--- src/rtl/tsm_pkg.sv ---
package tsm_pkg;

  // Access direction carried on req_col.
  typedef enum logic {
    DIR_ROW = 1'b0,
    DIR_COL = 1'b1
  } tsm_dir_e;

endpackage

--- src/rtl/tsm_addr_gen.sv ---
// Per-chunk row address: same row for row access, (c - idx) mod N for column access.
module tsm_addr_gen #(
  parameter int N  = 4,
  parameter int IW = $clog2(N)
) (
  input  logic          col_sel,
  input  logic [IW-1:0] idx,
  output logic [N*IW-1:0] row_addr
);
  import tsm_pkg::*;

  for (genvar c = 0; c < N; c++) begin : g_chunk
    localparam logic [IW-1:0] CIDX = IW'(c);
    // Width IW wraps naturally since N is a power of two.
    assign row_addr[c*IW +: IW] = (tsm_dir_e'(col_sel) == DIR_COL) ? (CIDX - idx) : idx;
  end

endmodule

--- src/rtl/tsm_rotator.sv ---
// Logarithmic barrel rotator over N elements of WW bits.
// TO_RIGHT=1: out[(k+amt)%N] = in[k]. TO_RIGHT=0: out[k] = in[(k+amt)%N].
module tsm_rotator #(
  parameter int N        = 4,
  parameter int WW       = 4,
  parameter bit TO_RIGHT = 1'b1,
  parameter int IW       = $clog2(N)
) (
  input  logic [N*WW-1:0] din,
  input  logic [IW-1:0]   amt,
  output logic [N*WW-1:0] dout
);
  localparam int STAGES = IW;

  logic [N*WW-1:0] stage_q [STAGES+1];

  assign stage_q[0] = din;

  for (genvar s = 0; s < STAGES; s++) begin : g_stage
    localparam int STEP = 1 << s;
    for (genvar k = 0; k < N; k++) begin : g_elem
      localparam int SRC = TO_RIGHT ? ((k - STEP + N) % N) : ((k + STEP) % N);
      assign stage_q[s+1][k*WW +: WW] = amt[s] ? stage_q[s][SRC*WW +: WW]
                                               : stage_q[s][k*WW +: WW];
    end
  end

  assign dout = stage_q[STAGES];

endmodule

--- src/rtl/tsm_chunk.sv ---
// One weight-wide storage column, N entries deep, combinational read port.
module tsm_chunk #(
  parameter int N  = 4,
  parameter int WW = 4,
  parameter int IW = $clog2(N)
) (
  input  logic          clk,
  input  logic          we,
  input  logic [IW-1:0] addr,
  input  logic [WW-1:0] wdata,
  output logic [WW-1:0] rdata
);
  logic [WW-1:0] cells [N];

  always_ff @(posedge clk) begin
    if (we) cells[addr] <= wdata;
  end

  assign rdata = cells[addr];

endmodule

--- src/rtl/tsm_weight_mem.sv ---
module tsm_weight_mem #(
  parameter int N  = 4,
  parameter int WW = 4,
  localparam int IW = $clog2(N),
  localparam int DW = N * WW
) (
  input  logic          clk,
  input  logic          rst_n,
  input  logic          req_valid,
  output logic          req_ready,
  input  logic          req_write,
  input  logic          req_col,
  input  logic [IW-1:0] req_index,
  input  logic [DW-1:0] req_wdata,
  output logic          rsp_valid,
  input  logic          rsp_ready,
  output logic [DW-1:0] rsp_rdata
);

  logic            take;
  logic            take_rd;
  logic            take_wr;
  logic [N*IW-1:0] chunk_addr;
  logic [DW-1:0]   phys_wdata;
  logic [DW-1:0]   phys_rdata;
  logic [DW-1:0]   logic_rdata;

  // a response stuck at the consumer blocks every new request.
  assign req_ready = !(rsp_valid && !rsp_ready);
  assign take      = req_valid && req_ready;
  assign take_rd   = take && !req_write;
  assign take_wr   = take && req_write;

  tsm_addr_gen #(.N(N), .IW(IW)) u_addr (
    .col_sel  (req_col),
    .idx      (req_index),
    .row_addr (chunk_addr)
  );

  // Logical to diagonal order for writes.
  tsm_rotator #(.N(N), .WW(WW), .TO_RIGHT(1'b1), .IW(IW)) u_rot_wr (
    .din  (req_wdata),
    .amt  (req_index),
    .dout (phys_wdata)
  );

  for (genvar c = 0; c < N; c++) begin : g_chunk
    tsm_chunk #(.N(N), .WW(WW), .IW(IW)) u_chunk (
      .clk   (clk),
      .we    (take_wr),
      .addr  (chunk_addr[c*IW +: IW]),
      .wdata (phys_wdata[c*WW +: WW]),
      .rdata (phys_rdata[c*WW +: WW])
    );
  end

  // Diagonal back to logical order for reads.
  tsm_rotator #(.N(N), .WW(WW), .TO_RIGHT(1'b0), .IW(IW)) u_rot_rd (
    .din  (phys_rdata),
    .amt  (req_index),
    .dout (logic_rdata)
  );

  // one-entry response register.
  always_ff @(posedge clk or negedge rst_n) begin
    if (!rst_n) begin
      rsp_valid <= 1'b0;
      rsp_rdata <= '0;
    end else begin
      if (take_rd) begin
        rsp_valid <= 1'b1;
        rsp_rdata <= logic_rdata;
      end else if (rsp_ready) begin
        rsp_valid <= 1'b0;
      end
    end
  end

endmodule

--- config.mk ---
export PLATFORM = sky130hd
export DESIGN_NAME = tsm_weight_mem
export DESIGN_NICKNAME = d
export VERILOG_FILES = /design/src/rtl/tsm_pkg.sv /design/src/rtl/tsm_addr_gen.sv /design/src/rtl/tsm_rotator.sv /design/src/rtl/tsm_chunk.sv /design/src/rtl/tsm_weight_mem.sv
export SDC_FILE = /design/constraint.sdc
export NUM_CORES = 1
export LEC_CHECK = 0
export ABC_AREA = 1
export BUFFER_PORTS_ARGS = -buffer_cell sky130_fd_sc_hd__buf_2
export CELL_PAD_IN_SITES_DETAIL_PLACEMENT = 1
export CELL_PAD_IN_SITES_GLOBAL_PLACEMENT = 1
export CORE_AREA = 2 2 97 99
export DETAILED_ROUTE_END_ITERATION = 6
export DIE_AREA = 0 0 99 101
export GPL_TIMING_DRIVEN = 0
export PLACE_DENSITY = 0.9
export SYNTH_ARGS = -nofsm -noshare
export SYNTH_HDL_FRONTEND = slang
export SYNTH_SLANG_ARGS = --single-unit
--- constraint.sdc ---
create_clock -name clk -period 2.73 [get_ports clk]
set_clock_uncertainty 0.05 [all_clocks]
set_input_delay 0.273 -clock clk [delete_from_list [all_inputs] [get_ports clk]]
set_output_delay 0.273 -clock clk [all_outputs]
set_load 0.01 [all_outputs]
==> flow_metrics.py, run 1 <==
metrics = {
    "clock_network": {
        "root_buffer": "clkbuf_8",
        "ctsLongestPathBuffers": 2,
        "post-cts-setup-buffers": 0,
        "cts.htree.levels": 3,
        "cts.clk_slew.worst_paths_ns": 0.09,
        "cts_tree": "yes",
        "cts.sinks": 81,
        "worstSkewPairLatency_ns": 0.36,
        "numCtsBuffers": 9,
    },
    "layout": {
        "final_nets": 549,
        "utilization_pct": 54.3,
        "finalInstanceArea_um2": 4870,
        "drive_gt1_share_pct": 20.5,
        "area_growth_pct": 13.1,
        "antennaDiodeCount": 0,
        "layout_common_cells": "nand2_1, nand3_1, edfxtp_1",
        "mostFrequentLayoutCell": "nand2_1",
        "finalNonFillerCells": 637,
    },
    "synthesis": {
        "yosys.area.top_type": "edfxtp_1",
        "muxShareOfSynthArea_pct": 3.72,
        "synth_xor_area_share_pct": 0,
        "synth_area_per_cell_um2": 9.19,
        "syn_area_um2": 4310,
        "yosys.area.top_type_share_pct": 44.6,
        "synth_compound_area_share_pct": 3.05,
        "ys_seq_area_share_pct": 54.5,
        "syn_nets": 497,
        "synth.distinct_cells": 28,
        "yosys_warnings": 0,
        "synthAdderAreaFrac_pct": 1.16,
        "synth_cells": 469,
        "synthSimpleGateAreaFrac_pct": 31.6,
        "ys_ff_latch": 81,
        "synth_top_family_by_area": "simple AND/OR/NAND/NOR gates",
        "synthTopCellsByArea": "edfxtp_1, nand2_1, dfrtp_1, nand3_1, mux2i_1",
    },
    "sta": {
        "slew_viol_final": 0,
        "setup_viol_count_final": 0,
        "finalCritPeriodShare_pct": 91.4,
        "min_period_ns": 2.49,
        "clock.fmax_mhz": 401,
        "timing.hold.ws_ns": 0.178,
        "rsz0062_at_grt": "false",
        "hold_violations": 0,
        "max-slew-margin-rel_pct": 47.9,
        "worst_slew_pin_slew_ns": 0.773,
        "worst_slack_ns": 0.236,
    },
    "critical_path": {
        "slowest_delay_ns": 0.54,
        "cp_slowest_cell": "nor3_1",
        "cp_cell_sequence": "buf_2, inv_1, buf_2, buf_1, ha_1, inv_1, a21oi_4, nor3_1",
        "critPathLaunch": "req_index[1]",
        "r2r_start": "rsp_valid$_DFFE_PN0P_",
        "cp_top_family": "buffers and inverters",
        "cp.required_ns": 2.67,
        "cp_num_buf_inv": 5,
        "start_kind": "input port",
        "critPathCaptureType": "flip-flop",
        "worstSetupPathType": "input port to flip-flop",
        "arrival_ns": 2.43,
        "cp_max_fo": 11,
    },
    "placed_design": {
        "io_buffer_count": 40,
        "dp_slack_ns": -0.204,
        "placed_cell_area_um2": 4650,
        "place.gp.congestion": 0.907,
        "dp_cells": 620,
        "dp_hpwl_um": 9220,
    },
    "global_routing": {
        "overflow": 0,
        "grt_pass1_vias": 3746,
        "grt_pass1_wl_um": 19600,
        "grt_usage_pct": 25.4,
        "antenna_found_initial": 0,
        "grt_max_degree": 18,
    },
    "power_and_ir_drop": {
        "p_leak_nw": 2.23,
        "pwr_density_cell_nw_per_um2": 599,
        "ir_worst_vdd_uv": 450,
    },
    "drt": {
        "antenna_left": 0,
        "drtIter0Drc": 187,
        "drt_wl_total_um": 12000,
        "firstDrtPassIters": 5,
        "drc": 0,
        "wl_per_cell_um": 18.8,
        "vias": 3531,
        "viasPerCell": 5.54,
    },
    "die": {
        "start_util_pct": 48.0,
        "fp.dieW_um": 99,
        "row_count": 35,
        "dieArea_um2": 10000,
        "die_h_um": 101,
        "core_um2": 8980,
        "ios": 42,
    },
    "min_path": {
        "min_path_type": "input port to flip-flop",
        "worstHoldStart": "rsp_ready",
    },
    "run_status": {
        "status": "completed",
    },
    "run": {
        "drv_cap": 0,
    },
}
## through the flow
step,total power [W],setup TNS (ns)
finish,0.00292,0
global route,0.00304,0
CTS,0.00292,0
detailed placement,0.00200,-1.79
global placement,0.00197,-0.757
floorplan,0.00181,0
## where the power goes
group | internal, W | switching [W]
Combinational | 0.000176 | 0.000353
Sequential | 0.00142 | 0.0000312
Clock | 0.000440 | 0.000499
Total | 0.00204 | 0.000884
## state kept, by name, indices dropped and copies added (netlist names)
name / cells
g_chunk.u_chunk.cells: 64
rsp_rdata: 16
rsp_valid: 1
## cell usage after synthesis, drive strengths merged
cell type,n
nand2,193
nand3,86
edfxtp,64
inv,22
buf,20
o21ai,19
dfrtp,17
mux2i,16
nor3,12
nor2,8
clkbuf,4
ha,4
a21oi,2
bufinv,1
o211ai,1
## worst reg2reg max path: stages (launching register included)
cell and delay [ns]:
dfrtp_1 0.38, nand2_1 0.12, nand3_1 0.31, clkbuf_1 0.37, nor3_1 0.64
## final timing paths
check	endpoint	slack [ns]	depth (start not counted)
worst max-delay path	g_chunk[0].u_chunk.cells[1][3]$_DFFE_PP_	0.24	8
worst min register to register	rsp_rdata[13]$_DFFE_PN0P_	0.43	2
worst min-delay path	rsp_valid$_DFFE_PN0P_	0.18	4
max in group asynchronous	rsp_valid$_DFFE_PN0P_	2.06	2
min in group asynchronous	rsp_rdata[12]$_DFFE_PN0P_	0.30	2
worst max register to register	g_chunk[1].u_chunk.cells[3][0]$_DFFE_PP_	0.50	4
## routing by layer
layer	global-route usage [%]	routed length, um
met1	32.7	5190
met2	43.3	5960
met3	4.79	553
met4	8.43	252
met5	0	0
## cells by family (layout without fill, tap and decap cells)
group / after synthesis / after routing
AND/OR/NAND/NOR: 299 / 299
flip-flops: 81 / 81
multiplexers: 16 / 16
buffers and inverters: 47 / 104
AO/OA/AOI/OAI: 22 / 22
adder cells (fa/ha/maj): 4 / 4
## layout make-up
type / instances / area [um2]
buffer: 24 / 153
clock buffer: 9 / 124
clock inverter: 7 / 85.1
fill: 1076 / 4100
inverter: 23 / 105
multi-input combinational: 341 / 1710
sequential: 81 / 2350
tap: 111 / 139
timing repair buffer: 41 / 210
## repair_timing
action | CTS | global route
resized for setup | 0 | 1
endpoints found under the setup margin | 0 | 4
hold buffers | 1 | 0
hold endpoints to repair | 17 | 0
Note: power is estimated with default switching activity, not from simulation.
==> inputs of run 2 (changes only) <==
==> constraint.sdc (replaced) <==
create_clock -name clk -period 3.2 [get_ports clk]
set_clock_uncertainty 0.05 [all_clocks]
set_input_delay 0.32 -clock clk [delete_from_list [all_inputs] [get_ports clk]]
set_output_delay 0.32 -clock clk [all_outputs]
set_load 0.01 [all_outputs]
==> flow_metrics.py, run 2 (synthesis results as in run 1) <==
metrics = {
    "clock_network": {
        "root_buffer": "clkbuf_8",
        "numCtsBuffers": 9,
        "worstSkewPairLatency_ns": 0.36,
        "cts.clk_slew.worst_paths_ns": 0.09,
        "cts_resized": 0,
        "post-cts-setup-buffers": 0,
        "cts.sinks": 81,
        "cts.htree.levels": 3,
        "ctsLongestPathBuffers": 2,
        "cts_tree": "yes",
    },
    "critical_path": {
        "arrival_ns": 2.59,
        "cp.required_ns": 3.13,
        "critPathCaptureType": "flip-flop",
        "worstSetupPathType": "input port to flip-flop",
        "cp_max_fo": 11,
        "reg2reg_depth": 4,
        "start_kind": "input port",
    },
    "power_and_ir_drop": {
        "ir_worst_vdd_uv": 382,
        "power_w": 0.00249,
        "pwr_density_cell_nw_per_um2": 511,
        "p_leak_nw": 2.23,
    },
    "sta": {
        "clock.fmax_mhz": 377,
        "tns_ns": 0,
        "max-slew-margin-rel_pct": 48.3,
        "rsz0062_at_grt": "false",
        "setup_viol_count_final": 0,
        "hold_violations": 0,
        "min_period_ns": 2.66,
        "worst_slew_pin_slew_ns": 0.767,
        "slew_viol_final": 0,
        "finalCritPeriodShare_pct": 83.0,
    },
    "layout": {
        "reg_top3": "g_chunk.u_chunk.cells x64, rsp_rdata x16, rsp_valid x1",
        "final_nets": 549,
        "regMostFlops": "g_chunk.u_chunk.cells",
        "mostFrequentLayoutCell": "nand2_1",
        "utilization_pct": 54.2,
        "largest_reg_flops": 64,
        "finalNonFillerCells": 637,
        "layout_common_cells": "nand2_1, nand3_1, edfxtp_1",
        "drive_gt1_share_pct": 20.3,
        "num-fill-cells": 1077,
        "area_growth_pct": 12.9,
        "antennaDiodeCount": 0,
    },
    "drt": {
        "drt_wl_total_um": 11900,
        "wl_per_cell_um": 18.7,
        "viasPerCell": 5.56,
        "drtIter0Drc": 187,
        "firstDrtPassIters": 5,
        "antenna_left": 0,
        "drc": 0,
        "vias": 3543,
    },
    "run": {
        "drv_cap": 0,
    },
    "die": {
        "dieArea_um2": 10000,
        "start_util_pct": 48.0,
        "ios": 42,
        "fp.dieW_um": 99,
        "die_h_um": 101,
        "row_count": 35,
        "core_um2": 8980,
    },
    "run_status": {
        "status": "completed",
    },
    "min_path": {
        "min_path_type": "input port to flip-flop",
        "holdPathStages": 4,
    },
    "placed_design": {
        "place.gp.congestion": 0.907,
        "io_buffer_count": 40,
        "dp_hpwl_um": 9220,
        "dp_cells": 620,
    },
    "global_routing": {
        "grt_max_degree": 18,
        "overflow": 0,
        "globalRouteMet3Util_pct": 4.79,
        "grt_usage_pct": 25.4,
        "grt_pass1_wl_um": 19600,
        "use_met2_pct": 43.3,
        "gr-max-usage-layer": "met2",
        "grt_pass1_vias": 3746,
        "antenna_found_initial": 0,
        "grt_util_met1_pct": 32.7,
    },
}
[run 2: changes by cell type in the layout (fill, tap and decap cells not counted)]
cell	delta
nor3_1	+1
nor3_2	-1
[run 2: layer usage]
layer	part of all wire (%)	wire length, um	vias up
met1	43	5150	1725
li1	-	-	1677
met4	2.4	289	0
met2	50	5910	118
met3	5.0	594	23
met5	0	0	-
[run 2: power by group]
part | switching [W] | internal [W] | leakage [nW] | total, W
Combinational | 0.000302 | 0.000150 | 1.33 | 0.000452
Sequential | 0.0000266 | 0.00121 | 0.797 | 0.00124
Clock | 0.000425 | 0.000375 | 0.0999 | 0.000801
[run 2: final timing paths]
| check | startpoint | to | slack [ns] |
|---|---|---|---|
| worst max register to register | rsp_valid$_DFFE_PN0P_ | g_chunk[1].u_chunk.cells[3][0]$_DFFE_PP_ | 0.97 |
| max in group asynchronous | rst_n | rsp_valid$_DFFE_PN0P_ | 2.48 |
| min in group asynchronous | rst_n | rsp_rdata[1]$_DFFE_PN0P_ | 0.35 |
| worst max-delay path | req_index[1] | g_chunk[0].u_chunk.cells[3][3]$_DFFE_PP_ | 0.54 |
| worst min-delay path | rsp_ready | rsp_valid$_DFFE_PN0P_ | 0.22 |
| worst min register to register | rsp_rdata[13]$_DFFE_PN0P_ | rsp_rdata[13]$_DFFE_PN0P_ | 0.43 |
[run 2: timing repair]
action                                  CTS  global route
hold buffers                              1             0
endpoints found under the setup margin    0             0
endpoints found under the hold margin    17             0
[run 2: area by class of cell]
class	count	area (um2)	area share [%]
Buffer	24	153	3.14
Sequential cell	81	2350	48.2
Inverter	23	105	2.16
Clock inverter	7	85.1	1.75
Timing Repair Buffer	41	210	4.32
Multi-Input combinational cell	341	1710	35.0
Clock buffer	9	124	2.54
Tap cell	111	139	2.85
[run 2: stage by stage]
step	hold WS, ns	setup WS (ns)	instance area [um2]
2_1_floorplan	-0.0256	0.941	4310
3_3_place_gp	0.200	0.299	4650
3_5_place_dp	0.211	0.219	4650
4_1_cts	0.233	0.567	4870
5_1_grt	0.250	0.345	4870
6_report	0.222	0.545	4870
[run 2: critical path, stage by stage]
cell and delay, ns:
buf_2 0.16, inv_1 0.09, buf_2 0.24, buf_1 0.51, ha_1 0.25, inv_1 0.09
a21oi_4 0.19, inv_1 0.12, nor3_1 0.59
